**src/rtl/wpg_pkg.sv**
```systemverilog
package wpg_pkg;

   // Data codes of the command sequences
   localparam logic [7:0] K_LEAD  = 8'hAA;
   localparam logic [7:0] K_FOLLOW = 8'h55;
   localparam logic [7:0] K_ARM   = 8'hA0;
   localparam logic [7:0] K_ERASE = 8'h80;
   localparam logic [7:0] K_CLEAR = 8'h20;

   // Command addresses (low address field only)
   localparam logic [15:0] K_ADDR_X = 16'h5555;
   localparam logic [15:0] K_ADDR_Y = 16'h2AAA;

   typedef enum logic [2:0] {
      ST_START = 3'd0,
      ST_GOT1  = 3'd1,
      ST_GOT2  = 3'd2,
      ST_GOT3  = 3'd3,
      ST_GOT4  = 3'd4,
      ST_GOT5  = 3'd5
   } step_t;

   typedef struct packed {
      logic take;     // strobe consumed as a sequence step
      logic arm_hit;  // arming sequence completed
      logic rel_hit;  // release sequence completed
   } match_res_t;

endpackage

```
**src/rtl/wpg_match.sv**
```systemverilog
module wpg_match
   import wpg_pkg::*;
#(
   parameter int DATA_W = 8,
   parameter int CMP_W  = 15
) (
   input  logic              clk,
   input  logic              rst_n,
   input  logic              clr,
   input  logic              stb,
   input  logic [CMP_W-1:0]  addr_lo,
   input  logic [DATA_W-1:0] data,
   output match_res_t        res
);

   step_t step_q, step_d;
   logic  at_x, at_y;
   logic  is_lead, is_follow, is_arm, is_erase, is_clear;

   assign at_x      = (addr_lo == CMP_W'(K_ADDR_X));
   assign at_y      = (addr_lo == CMP_W'(K_ADDR_Y));
   assign is_lead   = (data == DATA_W'(K_LEAD));
   assign is_follow = (data == DATA_W'(K_FOLLOW));
   assign is_arm    = (data == DATA_W'(K_ARM));
   assign is_erase  = (data == DATA_W'(K_ERASE));
   assign is_clear  = (data == DATA_W'(K_CLEAR));

   always_comb begin
      res = '0;
      if (stb) begin
         unique case (step_q)
            ST_START: res.take = at_x & is_lead;
            ST_GOT1:  res.take = at_y & is_follow;
            ST_GOT2: begin
               res.take    = at_x & (is_arm | is_erase);
               res.arm_hit = at_x & is_arm;
            end
            ST_GOT3:  res.take = at_x & is_lead;
            ST_GOT4:  res.take = at_y & is_follow;
            ST_GOT5: begin
               res.take    = at_x & is_clear;
               res.rel_hit = at_x & is_clear;
            end
            default:  res = '0;
         endcase
      end
   end

   always_comb begin
      step_d = step_q;
      if (clr) begin
         step_d = ST_START;
      end else if (stb) begin
         if (res.take && !res.arm_hit && !res.rel_hit) begin
            step_d = step_t'(step_q + 3'd1);
         end else begin
            step_d = ST_START;
         end
      end
   end

   always_ff @(posedge clk or negedge rst_n) begin
      if (!rst_n) begin
         step_q <= ST_START;
      end else begin
         step_q <= step_d;
      end
   end

endmodule

```
**src/rtl/wpg_window.sv**
```systemverilog
module wpg_window #(
   parameter int ADDR_W    = 17,
   parameter int PAGE_W    = 8,
   parameter int LOAD_GAP  = 10000,
   parameter bit PAGE_LOCK = 1'b1
) (
   input  logic                     clk,
   input  logic                     rst_n,
   input  logic                     open_req,
   input  logic                     close_req,
   input  logic                     stb,
   input  logic                     cand,
   input  logic [ADDR_W-PAGE_W-1:0] page_in,
   output logic                     win_open,
   output logic                     load_ok
);

   localparam int PG_BYTES = 1 << PAGE_W;
   localparam int CNT_W    = PAGE_W + 1;
   localparam int TMR_W    = $clog2(LOAD_GAP + 1);
   localparam int PGN_W    = ADDR_W - PAGE_W;

   logic             open_q;
   logic [CNT_W-1:0] cnt_q;
   logic [TMR_W-1:0] tmr_q;
   logic             same_pg;
   logic             page_full;
   logic             gap_over;

   assign load_ok   = cand & open_q & same_pg;
   assign page_full = load_ok && (cnt_q == CNT_W'(PG_BYTES - 1));
   assign gap_over  = !stb && (tmr_q == TMR_W'(LOAD_GAP - 1));
   assign win_open  = open_q;

   generate
      if (PAGE_LOCK) begin : g_lock
         logic [PGN_W-1:0] pg_q;
         always_ff @(posedge clk or negedge rst_n) begin
            if (!rst_n) begin
               pg_q <= '0;
            end else if (load_ok && cnt_q == '0) begin
               pg_q <= page_in;
            end
         end
         assign same_pg = (cnt_q == '0) || (page_in == pg_q);
      end else begin : g_free
         assign same_pg = 1'b1;
      end
   endgenerate

   always_ff @(posedge clk or negedge rst_n) begin
      if (!rst_n) begin
         open_q <= 1'b0;
         cnt_q  <= '0;
         tmr_q  <= '0;
      end else if (open_req) begin
         open_q <= 1'b1;
         cnt_q  <= '0;
         tmr_q  <= '0;
      end else if (close_req) begin
         open_q <= 1'b0;
      end else if (open_q) begin
         if (load_ok) begin
            cnt_q <= cnt_q + 1'b1;
         end
         if (stb) begin
            tmr_q <= '0;
         end else begin
            tmr_q <= tmr_q + 1'b1;
         end
         if (page_full || gap_over) begin
            open_q <= 1'b0;
         end
      end
   end

endmodule

```
**src/rtl/wpg_flag.sv**
```systemverilog
module wpg_flag (
   input  logic clk,
   input  logic rst_n,
   input  logic ld,
   input  logic ld_val,
   input  logic set_req,
   input  logic clr_req,
   output logic prot
);

   always_ff @(posedge clk or negedge rst_n) begin
      if (!rst_n) begin
         prot <= 1'b0;
      end else if (ld) begin
         prot <= ld_val;
      end else if (set_req) begin
         prot <= 1'b1;
      end else if (clr_req) begin
         prot <= 1'b0;
      end
   end

endmodule

```
**src/rtl/wp_seq_guard.sv**
```systemverilog
module wp_seq_guard
   import wpg_pkg::*;
#(
   parameter int ADDR_W    = 17,
   parameter int DATA_W    = 8,
   parameter int CMP_W     = 15,
   parameter int PAGE_W    = 8,
   parameter int LOAD_GAP  = 10000,
   parameter bit PAGE_LOCK = 1'b1
) (
   input  logic              clk,
   input  logic              rst_n,
   input  logic              nv_load,
   input  logic              nv_prot,
   input  logic              wr_stb,
   input  logic [ADDR_W-1:0] wr_addr,
   input  logic [DATA_W-1:0] wr_data,
   output logic              wr_permit,
   output logic              prot_on,
   output logic              win_open
);

   generate
      if (CMP_W < 14 || CMP_W > ADDR_W) begin : g_bad_cmp
         $error("wp_seq_guard: CMP_W must lie in 14..ADDR_W");
      end
      if (PAGE_W < 1 || PAGE_W >= ADDR_W) begin : g_bad_page
         $error("wp_seq_guard: PAGE_W must lie in 1..ADDR_W-1");
      end
      if (LOAD_GAP < 1) begin : g_bad_gap
         $error("wp_seq_guard: LOAD_GAP must be at least 1");
      end
      if (DATA_W < 8) begin : g_bad_data
         $error("wp_seq_guard: DATA_W must be at least 8");
      end
   endgenerate

   match_res_t mres;
   logic       cand;
   logic       load_ok;

   wpg_match #(
      .DATA_W (DATA_W),
      .CMP_W  (CMP_W)
   ) u_match (
      .clk     (clk),
      .rst_n   (rst_n),
      .clr     (nv_load),
      .stb     (wr_stb),
      .addr_lo (wr_addr[CMP_W-1:0]),
      .data    (wr_data),
      .res     (mres)
   );

   assign cand = wr_stb & ~mres.take;

   wpg_window #(
      .ADDR_W    (ADDR_W),
      .PAGE_W    (PAGE_W),
      .LOAD_GAP  (LOAD_GAP),
      .PAGE_LOCK (PAGE_LOCK)
   ) u_window (
      .clk       (clk),
      .rst_n     (rst_n),
      .open_req  (mres.arm_hit & ~nv_load),
      .close_req (mres.rel_hit | nv_load),
      .stb       (wr_stb),
      .cand      (cand),
      .page_in   (wr_addr[ADDR_W-1:PAGE_W]),
      .win_open  (win_open),
      .load_ok   (load_ok)
   );

   wpg_flag u_flag (
      .clk     (clk),
      .rst_n   (rst_n),
      .ld      (nv_load),
      .ld_val  (nv_prot),
      .set_req (mres.arm_hit),
      .clr_req (mres.rel_hit),
      .prot    (prot_on)
   );

   assign wr_permit = cand & (~prot_on | load_ok);

endmodule

```
**config.mk**
```make
export PLATFORM = sky130hd
export DESIGN_NAME = wp_seq_guard
export DESIGN_NICKNAME = d
export VERILOG_FILES = /design/src/rtl/wpg_pkg.sv /design/src/rtl/wpg_match.sv /design/src/rtl/wpg_window.sv /design/src/rtl/wpg_flag.sv /design/src/rtl/wp_seq_guard.sv
export SDC_FILE = /design/constraint.sdc
export NUM_CORES = 1
export LEC_CHECK = 0
export CAP_MARGIN = 20
export CORE_MARGIN = 4
export CORE_UTILIZATION = 52
export CTS_CLUSTER_SIZE = 24
export DETAILED_ROUTE_END_ITERATION = 7
export DONT_BUFFER_PORTS = 1
export PLACE_DENSITY = 0.75
export SYNTH_ARGS = -nofsm -noshare
export SYNTH_HDL_FRONTEND = slang
export SYNTH_SLANG_ARGS = --single-unit
```
**constraint.sdc**
```tcl
create_clock -name clk -period 3.4 [get_ports clk]
set_input_delay 0.17 -clock clk [delete_from_list [all_inputs] [get_ports clk]]
set_output_delay 0.17 -clock clk [all_outputs]
set_load 0.05 [all_outputs]
```
# Yosys cells after proc, flatten, opt, wreduce, memory -nomap -nowiden
# Cells that the tools add are included.
# word_totals
ff_bits,37
output_inout_bits,3
# op_classes
reduce_logical,20
eq_ne,16
bitwise,16
add_sub_neg,3
muxes,22
# ops
op,count
2-to-1 mux 14 bit,4
2-to-1 mux 9 bit,4
equality test 8 bit (second input constant),3
equality test 15 x 14 -> 1 bit (second input constant),1
equality test 15 bit (second input constant),1
adder 14 x 1 -> 14 bit (second input constant),1
equality test 14 bit (second input constant),1
2-to-1 mux 3 bit,4
AND 1 bit,10
adder 9 x 1 -> 9 bit (second input constant),1
equality test 9 x 8 -> 1 bit (second input constant),1
equality test 9 bit,1
zero test 9 bit,1
2-to-1 mux 1 bit,9
equality test 8 x 6 -> 1 bit (second input constant),1
equality test 8 x 7 -> 1 bit (second input constant),1
equality test 3 x 2 -> 1 bit (second input constant),2
equality test 3 bit (second input constant),2
nonzero test 2 bit,3
logical AND 1 bit,5
case mux 1 bit (4 select lines),1
OR reduction 2 bit,2
adder 3 x 1 -> 3 bit (second input constant),1
equality test 3 x 1 -> 1 bit (second input constant),1
9 further kinds,16

# Longest topological paths before layout
# logic_depth
word_depth,15
mapped_depth,10

# By module
# From an unflattened synthesis, not the netlist that was laid out.
# hier_totals
cells_unflattened,264
area_unflattened_um2,2586.2
# by_module_without_submodules
module,area_per_inst_um2,instances,cells_per_inst
wpg_window,2016.9,1,200
wpg_match,481.7,1,54
wpg_flag,46.3,1,5
wp_seq_guard,41.3,1,5

# Worst setup path before layout
# No wires, ideal clock.
# synth_timing
kind,register to output
start,register u_match.step_q[0]
end,output port wr_permit
n_path_buf,0
arrival_time_ns,2.360
t_required_ns,3.230
stages_incl_launch_ff,8
path_slack_ns,0.870
cell_sequence,dfrtp_1 -> ha_1 -> ha_1 -> or4_1 -> nor2_1 -> o21ai_1 -> a2111oi_4 -> a211oi_1
# synth_between
elab_chain_cells,10
# synth_lines
element,line,text
start: declaration,wpg_match.sv:16,"step_t step_q, step_d;"
start signal: assignment,wpg_match.sv:66,step_q <= step_d;
"equality test 3 x 1 -> 1 bit, or another cell as far along",wpg_match.sv:31,unique case (step_q)
OR reduction 2 bit (no line),-,
case mux 1 bit (4 select lines) (*),wpg_match.sv:31,
2-to-1 mux 3 bit (*),wpg_match.sv:30,if (stb) begin
NOT 1 bit (*),wp_seq_guard.sv:55,assign cand = wr_stb & ~mres.take;
AND 1 bit (*),wp_seq_guard.sv:55,
AND 1 bit (2 in a row),wpg_window.sv:30,assign load_ok = cand & open_q & same_pg;
OR 1 bit,wp_seq_guard.sv:84,assign wr_permit = cand & (~prot_on | load_ok);
AND 1 bit (*),wp_seq_guard.sv:84,
end: declaration,wp_seq_guard.sv:18,"output logic wr_permit,"
# Every way passes the cells marked *; elsewhere a longest branch is shown, timed or not.

# Worst setup path in the final report
# Same ends and word-level chain as after synthesis.

==> impl_metrics.toml <==
[floorplanning]
initial_utilization_pct = 55.3
fp-row-count = 24
core_um2 = 4500
die-area_um2 = 5960
fp.dieW_um = 77.2
die_y_um = 77.2
ios = 33

[critical_path]
cp-endpoint = "wr_permit"
rrSetupSlack_ns = 0.66
worst_setup_path_end_kind = "primary output"
crit_slowest_cell = "a2111oi_4"
critPathMaxFanout = 7
crit_path_start = "u_match.step_q[0]"
worst_setup_path_start_kind = "flip-flop"
cp.required_ns = 3.23
r2r_end = "u_window.g_lock.pg_q[1]"
max_stage_delay_ns = 0.59
reg2reg_from = "u_match.step_q[0]"
critPathKind = "reg2out"
cp_cell_sequence = "ha_1 -> ha_1 -> or4_1 -> nor2_1 -> o21ai_1 -> a2111oi_4 -> a211oi_2"
r2r_cells = 8
crit_top_cell = "ha_1"
critPathArrivalTime_ns = 2.64

[sta]
slew_violations = 0
rsz0062_at_grt = "false"
relSlewSlack_pct = 33.8
fin_crit_sh_pct = 82.6
finalSetupViolCount = 0
period_minus_slack_ns = 2.81
worst_pin_slew_ns = 0.992
hold_ws_ns = 0.0146
fmax_mhz = 356
clock_skew_ns = 0.00656
tns_ns = 0
final_hold_viol_count = 0

[final_layout]
diodes = 0
nets = 299
layout-drive-gt1-share_pct = 11.5
fillerInstances = 385
finish.utilization_pct = 59.8
syn2layout_area_growth_pct = 8.14

[place]
dp_hpwl_um = 3530
gp_congestion = 0.778
numPortBuffers = 0

[synth]
ys_seq_elements = 37
syn_area_per_cell_um2 = 9.68
ys_top_cells_by_area = "dfrtp_1 37%, mux2_4 5.4%, ha_1 4.5%"
yosysMostFrequentCell = "dfrtp_1"
synth.largest_area_cell = "dfrtp_1"
ys_seq_area_share_pct = 37.2
yosysWarnings = 0
yosysUniqueCellTypes = 55
ys.flop_type = "dfrtp_1"
syn_inst = 257
yosysTopAreaCellShare_pct = 37.2
synthTopCellsByCount = "37 x dfrtp_1, 24 x nand2_1, 15 x nor2_1"
async_reset_ff_share_pct = 100
synth.cell_area_um2 = 2490
synthesis.nets = 296
synth_edf_count = 0

[clock_network]
insertion_delay_ns = 0.29
postCtsSetupRepairBufs = 0
clockBufferDepth = 2
clock-sinks = 37
clk_transition_reported_paths_ns = 0.07
cts_made_buffers = 5
ctsResizeCount = 0
cts_htree_levels = 2
cts_tree = "yes"
root_buffer = "clkbuf_8"

[grt]
antenna_found_initial = 0
grt_pass1_vias = 1869
grt_pass1_wl_um = 8470
grt_max_degree = 38
grtUsageTotal_pct = 17.4
grt-ovfl-total = 0

[detailed_routing]
dr.first_iter.drc_count = 74
drc = 0
vias = 1917
wl_um = 4940
firstDrtPassIters = 4
ant_nets = 0
vias_per_cell = 6.12
wire_per_inst_um = 15.8

[power_and_ir_drop]
ir_worst_vdd_mv = 0.237
power_density_nw_per_um2 = 338
total_leakage_power_nw = 1.15

[flow_run]
maxCapViolations = 0

[worst_hold_path]
hold_path_class = "in2reg"

[run_status]
status = "completed"
==> state kept, by name, indices dropped and copies added, names as in the netlist <==
| signal | cells |
|---|---|
| u_window.tmr_q | 14 |
| u_window.cnt_q | 9 |
| u_window.g_lock.pg_q | 9 |
| u_match.step_q | 3 |
| u_flag.prot | 1 |
| u_window.win_open | 1 |
==> cell type report <==
cell class | count | area, um^2 | area share, %
sequential | 37 | 926 | 34.4
tap | 52 | 65.1 | 2.42
multi-input combinational | 202 | 1500 | 55.6
inverter | 10 | 37.5 | 1.39
timing repair buffer | 4 | 50.0 | 1.86
clock buffer | 7 | 86.3 | 3.21
clock inverter | 1 | 30.0 | 1.12
==> report_power, final <==
group          total (mW)  internal [mW]  switching [mW]
clock network       0.394          0.239           0.155
logic              0.0583         0.0295          0.0288
registers           0.457          0.447          0.0101
==> worst min path at each step <==
stage                     start                 endpoint  slack, ns  cells after the start
finish                  nv_load              u_flag.prot       0.01                      2
global route        wr_addr[10]  u_window.g_lock.pg_q[2]      0.003                      1
CTS                     nv_load              u_flag.prot      0.004                      2
detailed placement        rst_n        u_match.step_q[2]      -0.12                      0
global placement          rst_n        u_match.step_q[2]      -0.12                      0
floorplan                 rst_n              u_flag.prot      -0.13                      0
==> metal layers <==
layer	part of all wire (%)	up-vias	global-route usage (%)
li1	-	957	-
met2	46	45	28.5
met4	2.0	0	6.23
met1	46	907	21.7
met3	6.6	8	5.15
met5	0	-	0
==> kinds of logic (layout without fill, tap and decap cells) <==
logic type	count (synthesis)	count (layout)	share of synthesized area [%]
fa+ha+maj	9	9	4.52
simple gates	125	125	31.4
compound gates	41	41	12.0
xor+xnor	13	13	4.58
mux	14	14	7.44
buf+inv	18	22	2.87
flops	37	37	37.2
==> critical path: cells and delay by family, from the launching register on <==
family	cells	cell delay (ns)
AOI/OAI and AO/OA	3	0.98
adders and majority gates	2	0.42
DFF	1	0.43
and+or+nand+nor	2	0.51
==> what timing repair did <==
item / CTS / global route
setup endpoints to repair: 0 / 0
hold buffers: 4 / 0
hold endpoints to repair: 46 / 0
==> stage by stage <==
stage               area (um^2)  setup WS [ns]  std cells  power [mW]
CTS                        2690          0.581        313       0.923
finish                     2690          0.592        313       0.909
global route               2690          0.449        313       0.950
global placement           2520          0.749        301       0.508
floorplan                  2490          0.870        257       0.507
detailed placement         2520          0.663        301       0.509
==> cell usage in the layout, fill, tap and decap left out, types with 7 or more instances in the layout <==
cell type / n
nand2_1: 24
nor3_1: 7
and3_1: 12
xor2_1: 7
inv_1: 10
nand2b_1: 7
mux2_4: 9
nor4b_1: 9
nand3_1: 10
a21oi_1: 11
ha_1: 9
nand4_1: 8
o21ai_0: 12
dfrtp_1: 37
nor2_1: 15
(Power assumes the default switching activity.)
